**src/rtl/sao_chroma_pkg.sv**
```systemverilog
package sao_chroma_pkg;
  // Per-beat strobes from control to datapath
  typedef struct packed {
    logic load;     // start accepted: capture tables
    logic shift;    // input byte accepted
    logic emit;     // a filtered byte is produced this beat
    logic isOdd;    // produced byte is second component
    logic maskCat;  // force category to zero (edge unavailable)
    logic topWr;    // produced byte belongs to the last row
    logic leftCap;  // capture last pair for the left column
  } saoStrobe_t;
endpackage

```
**src/rtl/sao_chroma_ctrl.sv**
```systemverilog
module sao_chroma_ctrl
  import sao_chroma_pkg::*;
#(
  parameter int MAX_W = 256,
  parameter int MAX_H = 64,
  localparam int WW = $clog2(MAX_W + 1),
  localparam int PW = $clog2(MAX_W + 4),
  localparam int HW = $clog2(MAX_H + 1),
  localparam int XW = $clog2(MAX_W)
) (
  input  logic          clk,
  input  logic          rstN,
  input  logic          start,
  input  logic [WW-1:0] cfgWidth,
  input  logic [HW-1:0] cfgHeight,
  input  logic          availLeft,
  input  logic          availRight,
  input  logic          inValid,
  input  logic          outValid,
  input  logic          outReady,
  output logic          inReady,
  output saoStrobe_t    strb,
  output logic [XW-1:0] xIdx,
  output logic [HW-1:0] rowIdx,
  output logic          done
);
  logic          busy, aL, aR;
  logic [PW-1:0] wdt, pos;
  logic [HW-1:0] hgt, row;
  logic          acc, lastPosHit, lastRow, lastBeat;

  assign inReady    = busy && (!outValid || outReady);
  assign acc        = inValid && inReady;
  assign lastPosHit = (pos == wdt + PW'(3));
  assign lastRow    = (row == hgt - HW'(1));
  assign lastBeat   = acc && lastPosHit && lastRow;
  assign xIdx       = XW'(pos - PW'(4));
  assign rowIdx     = row;

  always_comb begin
    strb.load    = start && !busy;
    strb.shift   = acc;
    strb.emit    = acc && (pos >= PW'(4));
    strb.isOdd   = pos[0];
    // first pair: positions 4,5; last pair: positions W+2, W+3
    strb.maskCat = ((pos < PW'(6)) && !aL) || ((pos >= wdt + PW'(2)) && !aR);
    strb.topWr   = acc && (pos >= PW'(4)) && lastRow;
    strb.leftCap = acc && (pos == wdt + PW'(1));
  end

  always_ff @(posedge clk) begin
    if (!rstN) begin
      busy <= 1'b0;
      aL   <= 1'b0;
      aR   <= 1'b0;
      wdt  <= '0;
      hgt  <= '0;
      pos  <= '0;
      row  <= '0;
      done <= 1'b0;
    end else begin
      done <= lastBeat;
      if (start && !busy) begin
        busy <= 1'b1;
        wdt  <= PW'(cfgWidth);
        hgt  <= cfgHeight;
        aL   <= availLeft;
        aR   <= availRight;
        pos  <= '0;
        row  <= '0;
      end else if (acc) begin
        if (lastPosHit) begin
          pos <= '0;
          row <= row + HW'(1);
          if (lastRow) busy <= 1'b0;
        end else begin
          pos <= pos + PW'(1);
        end
      end
    end
  end

  // no input is taken while no block is in progress
  a_r6_idle_not_ready: assert property (@(posedge clk) disable iff (!rstN)
    !busy |-> !inReady);
  // done lasts a single cycle
  a_r10_done_pulse: assert property (@(posedge clk) disable iff (!rstN)
    done |=> !done);
endmodule

```
**src/rtl/sao_chroma_dp.sv**
```systemverilog
module sao_chroma_dp
  import sao_chroma_pkg::*;
#(
  parameter int MAX_W = 256,
  parameter int MAX_H = 64,
  localparam int HW = $clog2(MAX_H + 1),
  localparam int XW = $clog2(MAX_W)
) (
  input  logic          clk,
  input  logic          rstN,
  input  saoStrobe_t    strb,
  input  logic [7:0]    inData,
  input  logic [14:0]   edgeMap,
  input  logic [39:0]   offTblU,
  input  logic [39:0]   offTblV,
  input  logic [15:0]   topLastPair,
  input  logic [XW-1:0] xIdx,
  input  logic [HW-1:0] rowIdx,
  input  logic          outReady,
  output logic          outValid,
  output logic [7:0]    outData,
  output logic          leftWrEn,
  output logic [HW-1:0] leftWrRow,
  output logic [15:0]   leftWrData,
  output logic          topWrEn,
  output logic [XW-1:0] topWrIdx,
  output logic [7:0]    topWrData,
  output logic          topLeftWrEn,
  output logic [15:0]   topLeftWrData
);
  logic [14:0] mapR;
  logic [39:0] tblUR, tblVR;
  logic [7:0]  win [4];   // win[0] newest, win[1] centre, win[3] left neighbour
  logic [7:0]  cen, lft, rgt;
  logic [2:0]  rawCat, mapCat, cat;
  logic [39:0] selTbl;
  logic [7:0]  off;
  logic [9:0]  sum;
  logic [7:0]  clipped;

  assign cen = win[1];
  assign lft = win[3];
  assign rgt = inData;

  // two-sided comparison with same-component neighbours
  always_comb begin
    rawCat = 3'd2 + {2'b00, cen > lft} + {2'b00, cen > rgt}
                  - {2'b00, cen < lft} - {2'b00, cen < rgt};
    mapCat = mapR[int'(rawCat) * 3 +: 3];
    cat    = strb.maskCat ? 3'd0 : mapCat;
    selTbl = strb.isOdd ? tblVR : tblUR;
    off    = (cat > 3'd4) ? 8'd0 : selTbl[int'(cat) * 8 +: 8];
    sum    = {2'b00, cen} + {{2{off[7]}}, off};
    // saturate to 0..255
    if (sum[9])      clipped = 8'd0;
    else if (sum[8]) clipped = 8'd255;
    else             clipped = sum[7:0];
  end

  always_ff @(posedge clk) begin
    if (!rstN) begin
      mapR          <= '0;
      tblUR         <= '0;
      tblVR         <= '0;
      for (int i = 0; i < 4; i++) win[i] <= '0;
      outValid      <= 1'b0;
      outData       <= '0;
      leftWrEn      <= 1'b0;
      leftWrRow     <= '0;
      leftWrData    <= '0;
      topWrEn       <= 1'b0;
      topWrIdx      <= '0;
      topWrData     <= '0;
      topLeftWrEn   <= 1'b0;
      topLeftWrData <= '0;
    end else begin
      topLeftWrEn <= strb.load;
      if (strb.load) begin
        mapR          <= edgeMap;
        tblUR         <= offTblU;
        tblVR         <= offTblV;
        topLeftWrData <= topLastPair;
      end
      if (strb.shift) begin
        win[3] <= win[2];
        win[2] <= win[1];
        win[1] <= win[0];
        win[0] <= inData;
      end
      if (strb.emit) begin
        outValid <= 1'b1;
        outData  <= clipped;
      end else if (outReady) begin
        outValid <= 1'b0;
      end
      topWrEn  <= strb.topWr;
      if (strb.topWr) begin
        topWrIdx  <= xIdx;
        topWrData <= cen;
      end
      leftWrEn <= strb.leftCap;
      if (strb.leftCap) begin
        leftWrRow  <= rowIdx;
        leftWrData <= {inData, win[0]};
      end
    end
  end

  // a held output stays put until taken
  a_r6_hold_output: assert property (@(posedge clk) disable iff (!rstN)
    (outValid && !outReady) |=> (outValid && $stable(outData)));
  // left capture coincides with a produced byte
  a_r7_left_with_out: assert property (@(posedge clk) disable iff (!rstN)
    leftWrEn |-> outValid);
  // top write coincides with a produced byte
  a_r8_top_with_out: assert property (@(posedge clk) disable iff (!rstN)
    topWrEn |-> outValid);
  // top-left write only right after an accepted start
  a_r9_topleft_after_load: assert property (@(posedge clk) disable iff (!rstN)
    topLeftWrEn |-> $past(strb.load));
endmodule

```
**src/rtl/sao_chroma_hfilt.sv**
```systemverilog
module sao_chroma_hfilt
  import sao_chroma_pkg::*;
#(
  parameter int MAX_W = 256,
  parameter int MAX_H = 64,
  localparam int WW = $clog2(MAX_W + 1),
  localparam int HW = $clog2(MAX_H + 1),
  localparam int XW = $clog2(MAX_W)
) (
  input  logic          clk,
  input  logic          rstN,
  input  logic          start,
  input  logic [WW-1:0] cfgWidth,
  input  logic [HW-1:0] cfgHeight,
  input  logic          availLeft,
  input  logic          availRight,
  input  logic [14:0]   edgeMap,
  input  logic [39:0]   offTblU,
  input  logic [39:0]   offTblV,
  input  logic [15:0]   topLastPair,
  input  logic          inValid,
  input  logic [7:0]    inData,
  output logic          inReady,
  output logic          outValid,
  output logic [7:0]    outData,
  input  logic          outReady,
  output logic          leftWrEn,
  output logic [HW-1:0] leftWrRow,
  output logic [15:0]   leftWrData,
  output logic          topWrEn,
  output logic [XW-1:0] topWrIdx,
  output logic [7:0]    topWrData,
  output logic          topLeftWrEn,
  output logic [15:0]   topLeftWrData,
  output logic          done
);
  saoStrobe_t    strb;
  logic [XW-1:0] xIdx;
  logic [HW-1:0] rowIdx;

  sao_chroma_ctrl #(.MAX_W(MAX_W), .MAX_H(MAX_H)) u_ctrl (
    .clk(clk), .rstN(rstN), .start(start), .cfgWidth(cfgWidth),
    .cfgHeight(cfgHeight), .availLeft(availLeft), .availRight(availRight),
    .inValid(inValid), .outValid(outValid), .outReady(outReady),
    .inReady(inReady), .strb(strb), .xIdx(xIdx), .rowIdx(rowIdx), .done(done)
  );

  sao_chroma_dp #(.MAX_W(MAX_W), .MAX_H(MAX_H)) u_dp (
    .clk(clk), .rstN(rstN), .strb(strb), .inData(inData), .edgeMap(edgeMap),
    .offTblU(offTblU), .offTblV(offTblV), .topLastPair(topLastPair),
    .xIdx(xIdx), .rowIdx(rowIdx), .outReady(outReady),
    .outValid(outValid), .outData(outData),
    .leftWrEn(leftWrEn), .leftWrRow(leftWrRow), .leftWrData(leftWrData),
    .topWrEn(topWrEn), .topWrIdx(topWrIdx), .topWrData(topWrData),
    .topLeftWrEn(topLeftWrEn), .topLeftWrData(topLeftWrData)
  );
endmodule

```
**config.mk**
```make
export PLATFORM = sky130hd
export DESIGN_NAME = sao_chroma_hfilt
export DESIGN_NICKNAME = d
export VERILOG_FILES = /design/src/rtl/sao_chroma_pkg.sv /design/src/rtl/sao_chroma_ctrl.sv /design/src/rtl/sao_chroma_dp.sv /design/src/rtl/sao_chroma_hfilt.sv
export SDC_FILE = /design/constraint.sdc
export NUM_CORES = 1
export LEC_CHECK = 0
export ABC_CLOCK_PERIOD_IN_PS = 15450
export CAP_MARGIN = 10
export CORE_MARGIN = 4
export CORE_UTILIZATION = 60
export CTS_BUF_LIST = sky130_fd_sc_hd__clkbuf_8
export DETAILED_ROUTE_END_ITERATION = 16
export DONT_BUFFER_PORTS = 1
export PLACE_DENSITY = 0.76
export SLEW_MARGIN = 30
export SYNTH_ARGS = -nofsm -noshare
export SYNTH_HDL_FRONTEND = slang
export SYNTH_SLANG_ARGS = --single-unit
```
**constraint.sdc**
```tcl
create_clock -name clk -period 15.45 [get_ports clk]
set_input_delay 3.09 -clock clk [delete_from_list [all_inputs] [get_ports clk]]
set_output_delay 3.09 -clock clk [all_outputs]
set_load 0.02 [all_outputs]
```
# After elaboration in Yosys (flattened, before gate mapping)
# Memories as Yosys holds them, arrays and structs flattened.
# Index checks and enable logic that the tools add are counted.
totals:
  ram_bits: 32
  word_cells: 96
  n_memories: 1
  regBits: 198
  inputBits: 142
op_classes:
  n_mul: 1
  shift: 2
  add_sub_neg: 12
  mux: 20
  eq_ne: 3
  n_reduce_logical: 23
  n_lt_le_gt_ge: 8
  bitwise_logic: 5
mem_list:
  columns: ["memory", "words", "word_bits", "read_ports", "rd_clocked_by_memory_dff", "wr", "line_no", "text"]
  rows:
  - ["u_dp.win", 4, 8, 4, 0, 4, "sao_chroma_dp.sv:33", "logic [7:0] win [4];"]
ops:
  columns: ["cell", "n"]
  rows:
  - ["2-to-1 mux 8 bit", 7]
  - ["2-to-1 mux 40 bit", 1]
  - ["variable part select 40 x 7 -> 8 bit", 1]
  - ["variable part select 15 x 32 -> 3 bit", 1]
  - ["adder 9 x 1 -> 9 bit (second input constant)", 2]
  - ["adder 9 x 2 -> 9 bit (second input constant)", 2]
  - ["equality test 9 bit", 2]
  - ["greater-than comparator 8 bit", 2]
  - ["less-than comparator 8 bit", 2]
  - ["adder 9 x 8 -> 10 bit", 1]
  - ["logical AND 1 bit", 10]
  - ["2-to-1 mux 1 bit", 10]
  - ["greater-or-equal comparator 9 x 3 -> 1 bit (second input constant)", 1]
  - ["greater-or-equal comparator 9 bit", 1]
  - ["less-than comparator 9 x 3 -> 1 bit (second input constant)", 1]
  - ["2-to-1 mux 9 bit", 1]
  - ["nonzero test 2 bit", 4]
  - ["subtractor 8 x 3 -> 8 bit (second input constant)", 1]
  - ["adder 7 x 1 -> 7 bit (second input constant)", 1]
  - ["equality test 7 bit", 1]
  - ["subtractor 7 x 1 -> 7 bit (second input constant)", 1]
  - ["subtractor 3 x 1 -> 3 bit", 2]
  - ["multiplier 3 x 2 -> 5 bit (second input constant)", 1]
  - ["zero test 1 bit", 4]
  - ["10 further kinds", 14]

# Depth between registers and ports, before layout
# An unclocked memory read counts as a cell.
logic_depth:
  depth_word: 14
  mapped_depth: 31

# Cells and area by module
# From an unflattened synthesis, not the netlist that was laid out.
hier_totals:
  hier_cells: 1106
  hier_area_um2: 11501.0
by_module_without_submodules:
  columns: ["module", "cells_each", "n_inst", "area_each_um2", "seq_area_each_um2"]
  rows:
  - ["sao_chroma_dp", 782, 1, 8921.1, 4204.0]
  - ["sao_chroma_ctrl", 324, 1, 2580.0, 720.7]

# Worst setup path after synthesis
# Ideal clock, no wire load.
synth_timing:
  kind: "in2reg"
  start: "in inData[5]"
  end: "reg u_dp.outData[0]"
  path_stages: 28
  arrival_ps: 8850
  slack_ps: 6448
  setup_ps: 152
  path_cell_list: "inv_1 > ha_1 > a21o_1 > a21o_1 > a21oi_1 > o21ai_0 > o21a_1 > fa_1 > ha_1 > ha_1 > buf_6 > mux2i_1 > o21ai_0 > o31ai_4 > nor2_2 > buf_4 > mux4_2 > a22oi_1 > o21ai_0 > ha_1 > a21o_1 > a21oi_1 > nor2b_1 > o31a_1 > o41a_1 > nor2b_1 > mux2i_1 > a221oi_1"
synth_between:
  elab_chain_len: 12
  elab_cells_between_ends: 14
  cone_classes: "add/sub (4); mul (1); order compare (3); shift (2); mux (4)"
synth_rtl:
  columns: ["element", "line_no", "text"]
  rows:
  - ["start: declaration", "sao_chroma_hfilt.sv:22", "input logic [7:0] inData,"]
  - ["greater-than comparator 8 bit", "sao_chroma_dp.sv:47", "rawCat = 3'd2 + {2'b00, cen > lft} + {2'b00, cen > rgt}"]
  - ["adder 3 x 1 -> 3 bit", "sao_chroma_dp.sv:47", null]
  - ["subtractor 3 x 1 -> 3 bit", "sao_chroma_dp.sv:48", "- {2'b00, cen < lft} - {2'b00, cen < rgt};"]
  - ["subtractor 3 x 1 -> 3 bit *", "sao_chroma_dp.sv:48", null]
  - ["multiplier 3 x 2 -> 5 bit *", "sao_chroma_dp.sv:49", "mapCat = mapR[int'(rawCat) * 3 +: 3];"]
  - ["variable part select 15 x 32 -> 3 bit *", "sao_chroma_dp.sv:49", null]
  - ["2-to-1 mux 3 bit *", "sao_chroma_dp.sv:50", "cat = strb.maskCat ? 3'd0 : mapCat;"]
  - ["variable part select 40 x 7 -> 8 bit / greater-than comparator 3 bit (equally long branches)", "sao_chroma_dp.sv:52", "off = (cat > 3'd4) ? 8'd0 : selTbl[int'(cat) * 8 +: 8];"]
  - ["2-to-1 mux 8 bit *", "sao_chroma_dp.sv:52", null]
  - ["adder 9 x 8 -> 10 bit *", "sao_chroma_dp.sv:53", "sum = {2'b00, cen} + {{2{off[7]}}, off};"]
  - ["2-to-1 mux 8 bit", "sao_chroma_dp.sv:56", "else if (sum[8]) clipped = 8'd255;"]
  - ["2-to-1 mux 8 bit *", "sao_chroma_dp.sv:55", "if (sum[9]) clipped = 8'd0;"]
  - ["end signal: assignment", "sao_chroma_dp.sv:92", "outData <= clipped;"]
  - ["end: declaration", "sao_chroma_dp.sv:21", "output logic [7:0] outData,"]
# Mark *: on every way between the ends. The rest lies on a longest branch, timed or not.
# A chain may end at the register's enable or synchronous reset.

# Worst setup path in the final report
layout_timing:
  start: "in inData[5]"
  end: "reg u_dp.outData[7]"
# The elaborated chain is that of the path after synthesis.

==> run summary <==
==========================================================================================
Status                                                                        finished, final reports clean
Count of placed standard cells in the final layout, fillers left out                  1179
Count of synthesis-stage warnings from yosys                                             0
Router iterations before antenna repair                                                  5
Peak clock frequency supported by timing                                         106.9 MHz
Via count of the first global-routing pass                                            7101
Global-route wire length before repair                                            38.18 mm
Share of layout cells above drive strength 1                                       0.09072
Kind of cell with the highest combined delay on the critical path             compound AO/OA/AOI/OAI gates
Core area                                                                      0.01664 mm2
DRC violation count after routing                                                        0
Post-cts hold buffer count                                                               0
Post-synthesis sequential element count                                                230
Number of vias in the routed layout                                                   7236
Number of buffers inserted by port buffering                                             0
Most repeated library cell on the critical path                               sky130_fd_sc_hd__ha_1
Hold violation count in the final report                                                 0
Worst setup slack for register-to-register paths                                   8.11 ns
Cell area after synthesis                                                      0.01020 mm2
Growth of design area from synthesis to finish                                      7.688%
Worst vdd rail ir drop                                                          0.09249 mV
Die H                                                                             138.4 um
Final ANT Viol Nets                                                                      0
Number of filler cells placed in the layout                                           1302
Critical path required time                                                       15.81 ns
Average cell area after synthesis                                                10.74 um2
Die width                                                                         138.4 um
Worst-case clock buffer depth                                                            3
Syn Nets                                                                              1139
Final TNS setup                                                                       0 ns
Antenna Diode Count                                                                      0
Critical Path Fanout Max                                                                14
Global router's overall resource usage                                              0.2411
Number of antenna violations at the first check in global routing                        0
Most used cells in the layout excluding fill and tap cells                    sky130_fd_sc_hd__dfxtp_1 (198), sky130_fd_sc_hd__a22o_1 (125), sky130_fd_sc_hd__nor2_1 (79)
Tmin final                                                                        9.354 ns
Final std cell area, no fill                                                   0.01099 mm2
DR iter-0 viols                                                                        655
Clock sink count                                                                       230
Least-Margin Pin Slew                                                            0.9113 ns
CP Buf/Inv Count                                                                         1
Average vias per placed instance                                                     6.137
Setup repair after global routing missed its margin                                  false
Clock tree from TritonCTS                                                              yes
TritonCTS buffer count                                                                  38
Period utilization                                                                  0.6054
Hold Path Class                                                                    reg2reg
WL final                                                                          23.80 mm
Fraction of post-synthesis cell area in the top cell type by area                   0.3885
Critical setup path kind                                                            in2reg
Number of nets in the layout                                                          1122
Max stage delay cell, worst path                                              sky130_fd_sc_hd__mux4_2
Clock edge transition at the registers on the reported setup and hold paths        0.06 ns
Slew Viols, Final                                                                        0
Wirelength per Cell                                                               20.19 um
CTS H-tree lvls                                                                          2
Cell count after synthesis                                                             950
Leading post-synthesis cells by cell area                                     sky130_fd_sc_hd__dfxtp_1 (39%), sky130_fd_sc_hd__a22o_1 (11%), sky130_fd_sc_hd__edfxtp_1 (9.4%)
Leading cell type in the layout, fill and taps excluded                       sky130_fd_sc_hd__dfxtp_1
Leakage power                                                                     4.357 nW
Fraction of registers with async set or reset after synthesis                            0
CTS-repair resized insts                                                                 0
Skew-Pair Late Insertion Delay                                                     0.52 ns
Std cell rows                                                                           47
Final setup violation count                                                              0
Nature of the critical path endpoint                                             flip-flop
Cell total after placement                                                            1113
Initial Util                                                                        0.6131
Number of synthesized flops with an enable pin                                          32
Power density of the placed cells                                             119.2 mW/mm2
Maximum number of pins on one net before global-route repair                           112
Sort of element at the start of the critical path                                input pin
Routability cong.                                                                   0.9144
Number of unique standard cell types used by synthesis                                  65
Max-cap violations                                                                       0
Die Footprint                                                                  0.01916 mm2
Share of the yosys chip area belonging to registers                                 0.4826
Slew Limit Headroom                                                                 0.3925
Worst clock skew on the final layout                                            0.01504 ns
Placement-stage cell area                                                      0.01027 mm2
Setup slack at placement                                                          5.570 ns
Most used flip-flop cell after synthesis                                      sky130_fd_sc_hd__dfxtp_1
Root Driver                                                                   sky130_fd_sc_hd__clkbuf_8
Top-level I/O count                                                                    211
Largest stage delay on the critical path                                           0.59 ns
Detailed-placement wirelength estimate                                            16.80 mm
Buffers inserted by post-CTS timing repair                                               0
Data arrival time at the worst-slack endpoint                                      9.71 ns
Leading area contributor after synthesis                                      sky130_fd_sc_hd__dfxtp_1
Final worst setup slack                                                           6.097 ns
Overall overflow remaining after global route                                            0
==========================================================================================
[worst register-to-register path: stages, from the launching register on]
cell and delay, ns:
sky130_fd_sc_hd__edfxtp_1 0.55, sky130_fd_sc_hd__ha_1 0.36, sky130_fd_sc_hd__a21o_1 0.19, sky130_fd_sc_hd__a21o_1 0.17, sky130_fd_sc_hd__a21oi_1 0.13, sky130_fd_sc_hd__o21ai_0 0.17, sky130_fd_sc_hd__o21a_1 0.17, sky130_fd_sc_hd__fa_1 0.51
sky130_fd_sc_hd__ha_1 0.24, sky130_fd_sc_hd__ha_1 0.46, sky130_fd_sc_hd__mux2i_1 0.13, sky130_fd_sc_hd__o21ai_0 0.29, sky130_fd_sc_hd__o31ai_4 0.18, sky130_fd_sc_hd__nor2_4 0.51, sky130_fd_sc_hd__mux4_2 0.60, sky130_fd_sc_hd__a22oi_1 0.26
sky130_fd_sc_hd__o21ai_0 0.14, sky130_fd_sc_hd__ha_1 0.33, sky130_fd_sc_hd__a21oi_1 0.22, sky130_fd_sc_hd__nor2b_1 0.09, sky130_fd_sc_hd__o31a_1 0.28, sky130_fd_sc_hd__o41a_1 0.33, sky130_fd_sc_hd__nor2b_1 0.13, sky130_fd_sc_hd__mux2i_1 0.56
sky130_fd_sc_hd__a221oi_1 0.20
[routing by layer]
layer / routed length [um] / global-route usage / vias up
met5: 0 / 0 / -
met4: 528 / 0.07696 / 0
met3: 2279 / 0.08564 / 41
met2: 10510 / 0.3654 / 277
met1: 10480 / 0.3251 / 3429
li1: - / - / 3489
[path summary, 6_finish.rpt]
kind	from	endpoint	depth (start not counted)
worst max register to register	u_dp.win[1][5]	u_dp.outData[7]	24
worst max-delay path	inData[5]	u_dp.outData[7]	25
worst min register to register	u_dp.mapR[11]	u_dp.mapR[11]	1
worst min-delay path	u_dp.mapR[11]	u_dp.mapR[11]	1
[cell usage after synthesis, drive strengths merged, types with 3 or more instances]
cell,instances
inv,30
ha,45
mux2i,51
nand4,10
xnor2,27
nand2b,6
a21o,7
nor2,82
or2,3
a221oi,8
o21ai,24
xor2,22
dfxtp,198
a21oi,24
nand3,15
a22oi,6
clkbuf,51
nor3,21
a211oi,10
and2,4
a22o,125
buf,12
edfxtp,32
nor4,4
o31ai,5
o21a,4
and3,26
mux4,16
nand2,43
nor2b,5
[metrics by stage]
stage / util / total power, W / hold slack [ns]
6_report: 0.6603 / 0.001310 / 0.4738
5_1_grt: 0.6603 / 0.001367 / 0.4923
4_1_cts: 0.6600 / 0.001321 / 0.4780
3_5_place_dp: 0.6171 / 0.0008182 / 0.4637
3_3_place_gp: 0.6166 / 0.0008128 / 0.4564
2_1_floorplan: - / 0.0007849 / 0.4401
[flip-flops by register name, indices dropped and copies added, names as in the netlist, 7 cells and up]
register and count:
u_ctrl.wdt 9, u_dp.win 32, u_dp.leftWrData 16, u_dp.topWrData 8
u_dp.topWrIdx 8, u_dp.outData 8, u_dp.tblUR 40, u_dp.tblVR 40
u_dp.topLeftWrData 16, u_ctrl.hgt 7, u_dp.leftWrRow 7, u_ctrl.rowIdx 7
u_dp.mapR 15, u_ctrl.pos 9
[kinds of logic after synthesis]
logic type	share of synthesized area
simple gates	0.1132
xor+xnor	0.04206
fa+ha+maj	0.05911
flops	0.4826
mux	0.08645
compound gates	0.1781
buf+inv	0.03850
[cell type report]
cell class	instances	area (um2)	area share
timing repair buffer	6	52.55	0.004783
inverter	32	120.1	0.01093
clock inverter	23	122.6	0.01116
multi-input combinational	625	4901	0.4460
sequential	230	4925	0.4482
tap	220	275.3	0.02505
clock buffer	43	591.8	0.05386
[where the power goes]
part / leakage [nW] / internal [W] / switching, W
registers: 1.95 / 0.000633 / 0.0000239
logic: 1.98 / 0.0000642 / 0.0000844
clock network: 0.424 / 0.000271 / 0.000234
total: 4.36 / 0.000968 / 0.000342
Note: power is estimated with default switching activity, not from simulation.
